$ cat config.mk
export PLATFORM = sky130hd
export DESIGN_NAME = tpg_sd
export DESIGN_NICKNAME = d
export VERILOG_FILES = /design/src/rtl/tpg_pkg.sv /design/src/rtl/tpg_timing.sv /design/src/rtl/tpg_pattern.sv /design/src/rtl/tpg_sd.sv
export SDC_FILE = /design/constraint.sdc
export NUM_CORES = 1
export LEC_CHECK = 0
export CORE_ASPECT_RATIO = 1.4
export CORE_MARGIN = 2
export CORE_UTILIZATION = 55
export DETAILED_ROUTE_END_ITERATION = 6
export HOLD_SLACK_MARGIN = 0.05
export PLACE_DENSITY = 0.74
export SYNTH_ARGS = -nofsm -noshare
export SYNTH_HDL_FRONTEND = slang
export SYNTH_SLANG_ARGS = --single-unit
$ cat constraint.sdc
create_clock -name clk -period 10.8 [get_ports clk]
set_input_delay 3.24 -clock clk [delete_from_list [all_inputs] [get_ports clk]]
set_output_delay 3.24 -clock clk [all_outputs]
set_load 0.01 [all_outputs]
$ cat src/rtl/tpg_pkg.sv
package tpg_pkg;

    localparam int WORD_W = 10;
    typedef logic [WORD_W-1:0] word_t;

    localparam word_t TRS_ONES  = 10'h3FF;
    localparam word_t TRS_ZEROS = 10'h000;
    localparam word_t C_ZERO    = 10'h200;
    localparam word_t Y_BLACK   = 10'h040;
    localparam word_t EQ_C      = 10'h300;
    localparam word_t EQ_Y      = 10'h198;
    localparam word_t PLL_C     = 10'h200;
    localparam word_t PLL_Y     = 10'h110;

    typedef enum logic {STD_525 = 1'b0, STD_625 = 1'b1} std_e;

    typedef enum logic [1:0] {
        PAT_BLACK = 2'd0,
        PAT_PLL   = 2'd1,
        PAT_EQ    = 2'd2,
        PAT_BARS  = 2'd3
    } pat_e;

    typedef struct packed {
        std_e std;
        pat_e pat;
        logic filt;
    } cfg_t;

    typedef struct packed {
        word_t cb;
        word_t y;
        word_t cr;
    } ycc_t;

    // 75% bar colours, left to right
    function automatic ycc_t bar_ycc(input logic [2:0] idx);
        ycc_t c;
        case (idx)
            3'd0:    c = '{cb: 10'h200, y: 10'h2D0, cr: 10'h200};
            3'd1:    c = '{cb: 10'h0B0, y: 10'h288, cr: 10'h238};
            3'd2:    c = '{cb: 10'h270, y: 10'h20C, cr: 10'h0B0};
            3'd3:    c = '{cb: 10'h120, y: 10'h1C0, cr: 10'h0E8};
            3'd4:    c = '{cb: 10'h2E0, y: 10'h150, cr: 10'h318};
            3'd5:    c = '{cb: 10'h190, y: 10'h104, cr: 10'h350};
            3'd6:    c = '{cb: 10'h350, y: 10'h08C, cr: 10'h1C8};
            default: c = '{cb: 10'h200, y: 10'h040, cr: 10'h200};
        endcase
        return c;
    endfunction

    function automatic word_t half_sum(input word_t a, input word_t b);
        logic [WORD_W:0] s;
        s = {1'b0, a} + {1'b0, b};
        return s[WORD_W:1];
    endfunction

    function automatic ycc_t ycc_mid(input ycc_t a, input ycc_t b);
        ycc_t m;
        m.cb = half_sum(a.cb, b.cb);
        m.y  = half_sum(a.y,  b.y);
        m.cr = half_sum(a.cr, b.cr);
        return m;
    endfunction

    // slot 0 Cb, 2 Cr, 1/3 Y
    function automatic word_t pick_slot(input ycc_t c, input logic [1:0] slot);
        case (slot)
            2'd0:    return c.cb;
            2'd2:    return c.cr;
            default: return c.y;
        endcase
    endfunction

    function automatic word_t trs_word(input logic f, input logic v, input logic h);
        return {1'b1, f, v, h, v ^ h, f ^ h, f ^ v, f ^ v ^ h, 2'b00};
    endfunction

endpackage

$ cat src/rtl/tpg_timing.sv
module tpg_timing
    import tpg_pkg::*;
#(
    parameter int ACT_WORDS = 1440,
    parameter int HB_525    = 268,
    parameter int HB_625    = 280,
    parameter int LINES_525 = 525,
    parameter int F2_525    = 263,
    parameter int VB_525    = 20,
    parameter int LINES_625 = 625,
    parameter int F2_625    = 313,
    parameter int VB_625    = 25,
    parameter int HW        = 11,
    parameter int LW        = 10
) (
    input  logic          clk,
    input  logic          rst,
    input  cfg_t          cfg_in,
    output cfg_t          cfg,
    output logic [HW-1:0] h_cnt,
    output logic [LW-1:0] ln_cnt,
    output logic          fld,
    output logic          vblk,
    output logic          first_half
);

    localparam int LEN_525 = ACT_WORDS + HB_525 + 8;
    localparam int LEN_625 = ACT_WORDS + HB_625 + 8;
    localparam int FL2_525 = LINES_525 - F2_525;
    localparam int FL2_625 = LINES_625 - F2_625;

    logic [HW-1:0] len_m1;
    logic [LW-1:0] last_ln, f2s, vb, fl2, lf, flen, ai, nact;
    logic          line_end, frame_end;

    always_comb begin
        if (cfg.std == STD_625) begin
            len_m1  = HW'(LEN_625 - 1);
            last_ln = LW'(LINES_625 - 1);
            f2s     = LW'(F2_625);
            vb      = LW'(VB_625);
            fl2     = LW'(FL2_625);
        end else begin
            len_m1  = HW'(LEN_525 - 1);
            last_ln = LW'(LINES_525 - 1);
            f2s     = LW'(F2_525);
            vb      = LW'(VB_525);
            fl2     = LW'(FL2_525);
        end
    end

    assign line_end  = (h_cnt == len_m1);
    assign frame_end = line_end && (ln_cnt == last_ln);

    always_ff @(posedge clk) begin
        if (rst) begin
            h_cnt  <= '0;
            ln_cnt <= '0;
            cfg    <= cfg_in;
        end else begin
            h_cnt <= line_end ? '0 : h_cnt + 1'b1;
            if (line_end)
                ln_cnt <= frame_end ? '0 : ln_cnt + 1'b1;
            if (frame_end)
                cfg <= cfg_in;
        end
    end

    // field and vertical position
    assign fld        = (ln_cnt >= f2s);
    assign lf         = fld ? ln_cnt - f2s : ln_cnt;
    assign flen       = fld ? fl2 : f2s;
    assign vblk       = (lf < vb);
    assign ai         = lf - vb;
    assign nact       = flen - vb;
    assign first_half = ({ai, 1'b0} < {1'b0, nact});

    p_hcnt_range_r2: assert property (@(posedge clk) disable iff (rst)
        h_cnt <= len_m1)
        else $error("horizontal count beyond line length");

    p_line_range_r4: assert property (@(posedge clk) disable iff (rst)
        ln_cnt <= last_ln)
        else $error("line count beyond frame length");

    p_cfg_hold_r12: assert property (@(posedge clk) disable iff (rst)
        !$past(frame_end) |-> $stable(cfg))
        else $error("configuration changed inside a frame");

    p_field_start_r4: assert property (@(posedge clk) disable iff (rst)
        $rose(fld) |-> (ln_cnt == f2s && h_cnt == '0))
        else $error("field bit rose away from field-2 start");

endmodule

$ cat src/rtl/tpg_pattern.sv
module tpg_pattern
    import tpg_pkg::*;
#(
    parameter int ACT_WORDS      = 1440,
    parameter bit FILTER_PRESENT = 1'b1,
    parameter int AW             = 11
) (
    input  pat_e          pat,
    input  logic          filt,
    input  logic [AW-1:0] a_idx,
    input  logic          first_half,
    output word_t         word
);

    localparam int BAR_W = ACT_WORDS / 8;

    localparam ycc_t BLACK_C = '{cb: C_ZERO, y: Y_BLACK, cr: C_ZERO};
    localparam ycc_t EQ_CC   = '{cb: EQ_C,   y: EQ_Y,    cr: EQ_C};
    localparam ycc_t PLL_CC  = '{cb: PLL_C,  y: PLL_Y,   cr: PLL_C};

    logic [2:0]    bar;
    logic [AW-1:0] rem;
    logic          at_edge;
    ycc_t          cur_c, prv_c, bars_c, sel_c;

    assign bar   = 3'(a_idx / AW'(BAR_W));
    assign rem   = a_idx % AW'(BAR_W);
    assign cur_c = bar_ycc(bar);
    assign prv_c = bar_ycc(bar - 3'd1);

    generate
        if (FILTER_PRESENT) begin : g_filt
            assign at_edge = filt && (bar != 3'd0) && (rem < AW'(3));
        end else begin : g_nofilt
            assign at_edge = 1'b0;
        end
    endgenerate

    assign bars_c = at_edge ? ycc_mid(prv_c, cur_c) : cur_c;

    always_comb begin
        case (pat)
            PAT_EQ:   sel_c = first_half ? EQ_CC : BLACK_C;
            PAT_PLL:  sel_c = first_half ? BLACK_C : PLL_CC;
            PAT_BARS: sel_c = bars_c;
            default:  sel_c = BLACK_C;
        endcase
    end

    assign word = pick_slot(sel_c, a_idx[1:0]);

endmodule

$ cat src/rtl/tpg_sd.sv
module tpg_sd
    import tpg_pkg::*;
#(
    parameter int ACT_WORDS      = 1440,
    parameter int HB_525         = 268,
    parameter int HB_625         = 280,
    parameter int LINES_525      = 525,
    parameter int F2_525         = 263,
    parameter int VB_525         = 20,
    parameter int LINES_625      = 625,
    parameter int F2_625         = 313,
    parameter int VB_625         = 25,
    parameter bit FILTER_PRESENT = 1'b1,
    localparam int LN_W = $clog2((LINES_625 > LINES_525) ? LINES_625 : LINES_525)
) (
    input  logic            clk,
    input  logic            rst,
    input  logic            std_sel,
    input  logic [1:0]      pat_sel,
    input  logic            bist_en,
    input  logic            filt_en,
    output logic [9:0]      vid_word,
    output logic [LN_W-1:0] line_cnt,
    output logic            field
);

    localparam int HB_MAX = (HB_625 > HB_525) ? HB_625 : HB_525;
    localparam int HW     = $clog2(ACT_WORDS + HB_MAX + 8);
    localparam int AW     = $clog2(ACT_WORDS);

    cfg_t          cfg_in, cfg;
    logic [HW-1:0] h_cnt, hb_cur, sav_start, act_start, sav_off;
    logic [LN_W-1:0] ln_cnt;
    logic          fld, vblk, first_half;
    word_t         pat_word, blank_w, word_c;

    // self-test override picks the pattern per standard
    assign cfg_in.std  = std_e'(std_sel);
    assign cfg_in.pat  = bist_en ? (std_sel ? PAT_PLL : PAT_BARS) : pat_e'(pat_sel);
    assign cfg_in.filt = filt_en;

    tpg_timing #(
        .ACT_WORDS(ACT_WORDS), .HB_525(HB_525), .HB_625(HB_625),
        .LINES_525(LINES_525), .F2_525(F2_525), .VB_525(VB_525),
        .LINES_625(LINES_625), .F2_625(F2_625), .VB_625(VB_625),
        .HW(HW), .LW(LN_W)
    ) timing_i (
        .clk(clk), .rst(rst), .cfg_in(cfg_in), .cfg(cfg),
        .h_cnt(h_cnt), .ln_cnt(ln_cnt), .fld(fld), .vblk(vblk),
        .first_half(first_half)
    );

    assign hb_cur    = (cfg.std == STD_625) ? HW'(HB_625) : HW'(HB_525);
    assign sav_start = hb_cur + HW'(4);
    assign act_start = hb_cur + HW'(8);
    assign sav_off   = h_cnt - sav_start;

    tpg_pattern #(
        .ACT_WORDS(ACT_WORDS), .FILTER_PRESENT(FILTER_PRESENT), .AW(AW)
    ) pattern_i (
        .pat(cfg.pat), .filt(cfg.filt),
        .a_idx(AW'(h_cnt - act_start)),
        .first_half(first_half), .word(pat_word)
    );

    // blanking parity follows the word index (HB even)
    assign blank_w = h_cnt[0] ? Y_BLACK : C_ZERO;

    always_comb begin
        if (h_cnt < HW'(4)) begin
            case (h_cnt[1:0])
                2'd0:    word_c = TRS_ONES;
                2'd3:    word_c = trs_word(fld, vblk, 1'b1);
                default: word_c = TRS_ZEROS;
            endcase
        end else if (h_cnt < sav_start) begin
            word_c = blank_w;
        end else if (h_cnt < act_start) begin
            case (sav_off[1:0])
                2'd0:    word_c = TRS_ONES;
                2'd3:    word_c = trs_word(fld, vblk, 1'b0);
                default: word_c = TRS_ZEROS;
            endcase
        end else if (vblk) begin
            word_c = blank_w;
        end else begin
            word_c = pat_word;
        end
    end

    always_ff @(posedge clk) begin
        if (rst) begin
            vid_word <= '0;
            line_cnt <= '0;
            field    <= 1'b0;
        end else begin
            vid_word <= word_c;
            line_cnt <= ln_cnt;
            field    <= fld;
        end
    end

    p_preamble_zero_r2: assert property (@(posedge clk) disable iff (rst)
        $past(vid_word) == TRS_ONES |-> vid_word == TRS_ZEROS)
        else $error("timing-code preamble broken");

    p_xyz_protect_r3: assert property (@(posedge clk) disable iff (rst)
        ($past(vid_word, 3) == TRS_ONES && $past(vid_word, 2) == TRS_ZEROS &&
         $past(vid_word, 1) == TRS_ZEROS)
        |-> (vid_word[9] && vid_word[1:0] == 2'b00 &&
             vid_word[8] == field &&
             vid_word[5] == (vid_word[7] ^ vid_word[6]) &&
             vid_word[4] == (vid_word[8] ^ vid_word[6]) &&
             vid_word[3] == (vid_word[8] ^ vid_word[7]) &&
             vid_word[2] == (vid_word[8] ^ vid_word[7] ^ vid_word[6])))
        else $error("timing-code status word malformed");

endmodule

==> impl_metrics.env <==
export IMPL_status="finished, final reports clean"
export IMPL_clk_pin_slew_ns=0.06
export IMPL_crit_arrival_ns=9.24
export IMPL_total_power_mw=0.644
export IMPL_hold_buffers=0
export IMPL_drive_gt1_share_pct=5.90
export IMPL_worstSetupPathType="reg -> reg"
export IMPL_core_um2=10500
export IMPL_synth_edf_count=4
export IMPL_synth_most_common_cell="nor2_1"
export IMPL_h_tree_depth=2
export IMPL_grt_pass1_wl_um=30900
export IMPL_required_ns=11.04
export IMPL_ys_seq_elements=46
export IMPL_crit_top_cell="ha_1"
export IMPL_die_area_um2=11600
export IMPL_syn_avg_cell_area_um2=7.42
export IMPL_gp_congestion=1.10
export IMPL_start_util_pct=56.7
export IMPL_ioPinCount=28
export IMPL_grt_pass1_vias=5915
export IMPL_synth_warnings=0
export IMPL_reg2regPathDepth=28
export IMPL_relSlewSlack_pct=27.3
export IMPL_fin_util_pct=60.8
export IMPL_critPathSlowestCell="mux2i_1"
export IMPL_cts_buffers_inserted=5
export IMPL_antenna_found_initial=0
export IMPL_synth_top_area_cell="dfxtp_1"
export IMPL_fill_cells=993
export IMPL_route_detailed_drc=0
export IMPL_fin_cells=935
export IMPL_synth_nets=860
export IMPL_ys_seq_area_share_pct=16.2
export IMPL_hold_class="reg -> reg"
export IMPL_cts_tree="done"
export IMPL_ant_nets=0
export IMPL_rsz0062_at_grt="false"
export IMPL_overflow=0
export IMPL_place_inst=927
export IMPL_synthTopCellsByCount="94 x nor2_1, 68 x nand2_1, 52 x o21ai_0, 51 x a21oi_1, 49 x ha_1"
export IMPL_clockBufferDepth=2
export IMPL_ys_types=84
export IMPL_clock_sinks=46
export IMPL_cts_post_setup_buffers_inserted=0
export IMPL_powerDensity_nw_per_um2=101
export IMPL_cap_viol_max_count=0
export IMPL_grt_max_degree=28
export IMPL_drt_pre_antenna_iters=6
export IMPL_p_leak_nw=2.46
export IMPL_synthFlopType="dfxtp_1"
export IMPL_synth_area_um2=5930
export IMPL_nets=857
export IMPL_hold_path_depth=1
export IMPL_crit_path_end_kind="flip-flop"
export IMPL_chipWidth_um=91.8
export IMPL_rows=44
export IMPL_dieHeight_um=127
export IMPL_wire_per_inst_um=21.0
export IMPL_synth_cells=799
export IMPL_vias=6370
export IMPL_fin_crit_ns=9.00
export IMPL_synth_area_leaders="dfxtp_1 14%, ha_1 10%, nor2_1 5.9%"
export IMPL_cts_resized_gates=0
export IMPL_diodes=0
export IMPL_hold_viol_final=0
export IMPL_setup_violations_final=0
export IMPL_fin_tns_setup_ns=0
export IMPL_peakVddDrop_uv=70.3
export IMPL_syn_to_final_growth_pct=7.28
export IMPL_first_iter_violations=586
export IMPL_synth_top_cell_area_share_pct=14.2
export IMPL_ctsRootBufferMaster="clkbuf_16"
export IMPL_tightest_slew_ns=1.08
export IMPL_hold_slack_ns=0.525
export IMPL_grt_usage_pct=33.1
export IMPL_synthArstFlopShare_pct=0
export IMPL_numPortBuffers=27
export IMPL_crit_fanout=20
export IMPL_startpoint_type="flip-flop"
export IMPL_clkLatencyLatePin_ns=0.29
export IMPL_post_route_period_util_pct=83.4
export IMPL_wl_um=19600
export IMPL_max_clock_freq_mhz=111
export IMPL_post_dp_hpwl_um=15000
export IMPL_critPathMaxStageDelay_ns=0.78
export IMPL_skew_ns=0.00612
export IMPL_via_per_inst=6.81
export IMPL_finalMaxSlewViolations=0
[cell usage in the layout (no fill, tap or decap), types with 4 or more instances in the layout]
cell / instances
a31oi_1: 11
nor2_1: 94
o22ai_1: 9
or3_1: 10
edfxtp_1: 4
a211o_1: 5
nand4_1: 14
nand2_1: 68
nand2b_1: 8
nor3_1: 22
or2_2: 7
ha_1: 49
a41oi_1: 4
clkdlybuf4s50_1: 27
nand3_1: 22
inv_1: 35
and3_1: 10
nor4_1: 10
o211ai_1: 10
a21oi_1: 51
o21a_1: 8
inv_2: 4
xnor2_1: 33
dfxtp_1: 42
fa_1: 5
o32a_1: 4
o2111ai_1: 5
clkbuf_16: 5
xor2_1: 17
mux2i_1: 8
a21o_1: 12
a211oi_1: 15
and2_1: 5
o31ai_1: 10
nor2b_1: 14
o21bai_1: 4
o21ai_0: 52
[final timing paths]
path                                start                           end  slack [ns]
max             timing_i.cfg[3]$_DFFE_PP_        vid_word[8]$_SDFF_PP0_        1.80
min          timing_i.h_cnt[0]$_SDFF_PP0_  timing_i.h_cnt[0]$_SDFF_PP0_        0.53
max reg2reg     timing_i.cfg[3]$_DFFE_PP_        vid_word[8]$_SDFF_PP0_        1.80
min reg2reg  timing_i.h_cnt[0]$_SDFF_PP0_  timing_i.h_cnt[0]$_SDFF_PP0_        0.53
[final cells by class]
class	count	area [um^2]	share of cell area, %
multi-input combinational	675	4650	73.0
timing repair buffer	29	285	4.48
clock buffer	6	139	2.18
clock inverter	2	12.5	0.197
sequential	46	961	15.1
tap	138	173	2.71
inverter	39	146	2.30
[flip-flops by register name (all words and copies together) (netlist names)]
signal	flops
vid_word	10
timing_i.cfg	4
timing_i.ln_cnt	10
timing_i.h_cnt	11
line_cnt	10
field	1
[critical path: cells and delay by family (launching register included)]
kind | cells | cell delay (ns)
AND/OR/NAND/NOR | 6 | 1.57
buffers and inverters | 2 | 0.67
AO/OA/AOI/OAI | 13 | 3.44
multiplexers | 1 | 0.78
adder cells (fa/ha/maj) | 4 | 1.21
flip-flops | 1 | 0.69
XOR/XNOR | 2 | 0.56
[through the flow]
| step | cell area [um^2] | setup slack [ns] |
|---|---|---|
| final | 6360 | 1.80 |
| after global routing | 6360 | 1.19 |
| after CTS | 6360 | 1.99 |
| after detailed placement | 6210 | 2.02 |
| after global placement | 6210 | 2.23 |
| after floorplan | 5930 | 3.89 |
[power breakdown]
| group | total [mW] | switching (mW) | leakage [nW] | internal [mW] |
|---|---|---|---|---|
| logic | 0.303 | 0.199 | 2.01 | 0.104 |
| clock network | 0.158 | 0.0665 | 0.0729 | 0.0917 |
| registers | 0.182 | 0.00392 | 0.378 | 0.178 |
| total | 0.644 | 0.269 | 2.46 | 0.374 |
[kinds of logic after synthesis]
group,count (synthesis),share of synthesized area [%]
AOI/OAI and AO/OA,253,31.2
muxes,11,1.92
xor gates and xnor gates,53,8.21
buffers and inverters,78,5.46
adders and majority gates,54,12.0
DFF,46,16.2
and+or+nand+nor,304,25.0
[metal layers]
metal  track usage, %  vias to the layer above  wire [um]
met5                0                        -          0
met1             37.6                     3033       7250
met4             20.8                        0       1350
met2             57.7                      310       9710
li1                 -                     2942          -
met3             5.05                       85       1300
(Power assumes the default switching activity.)
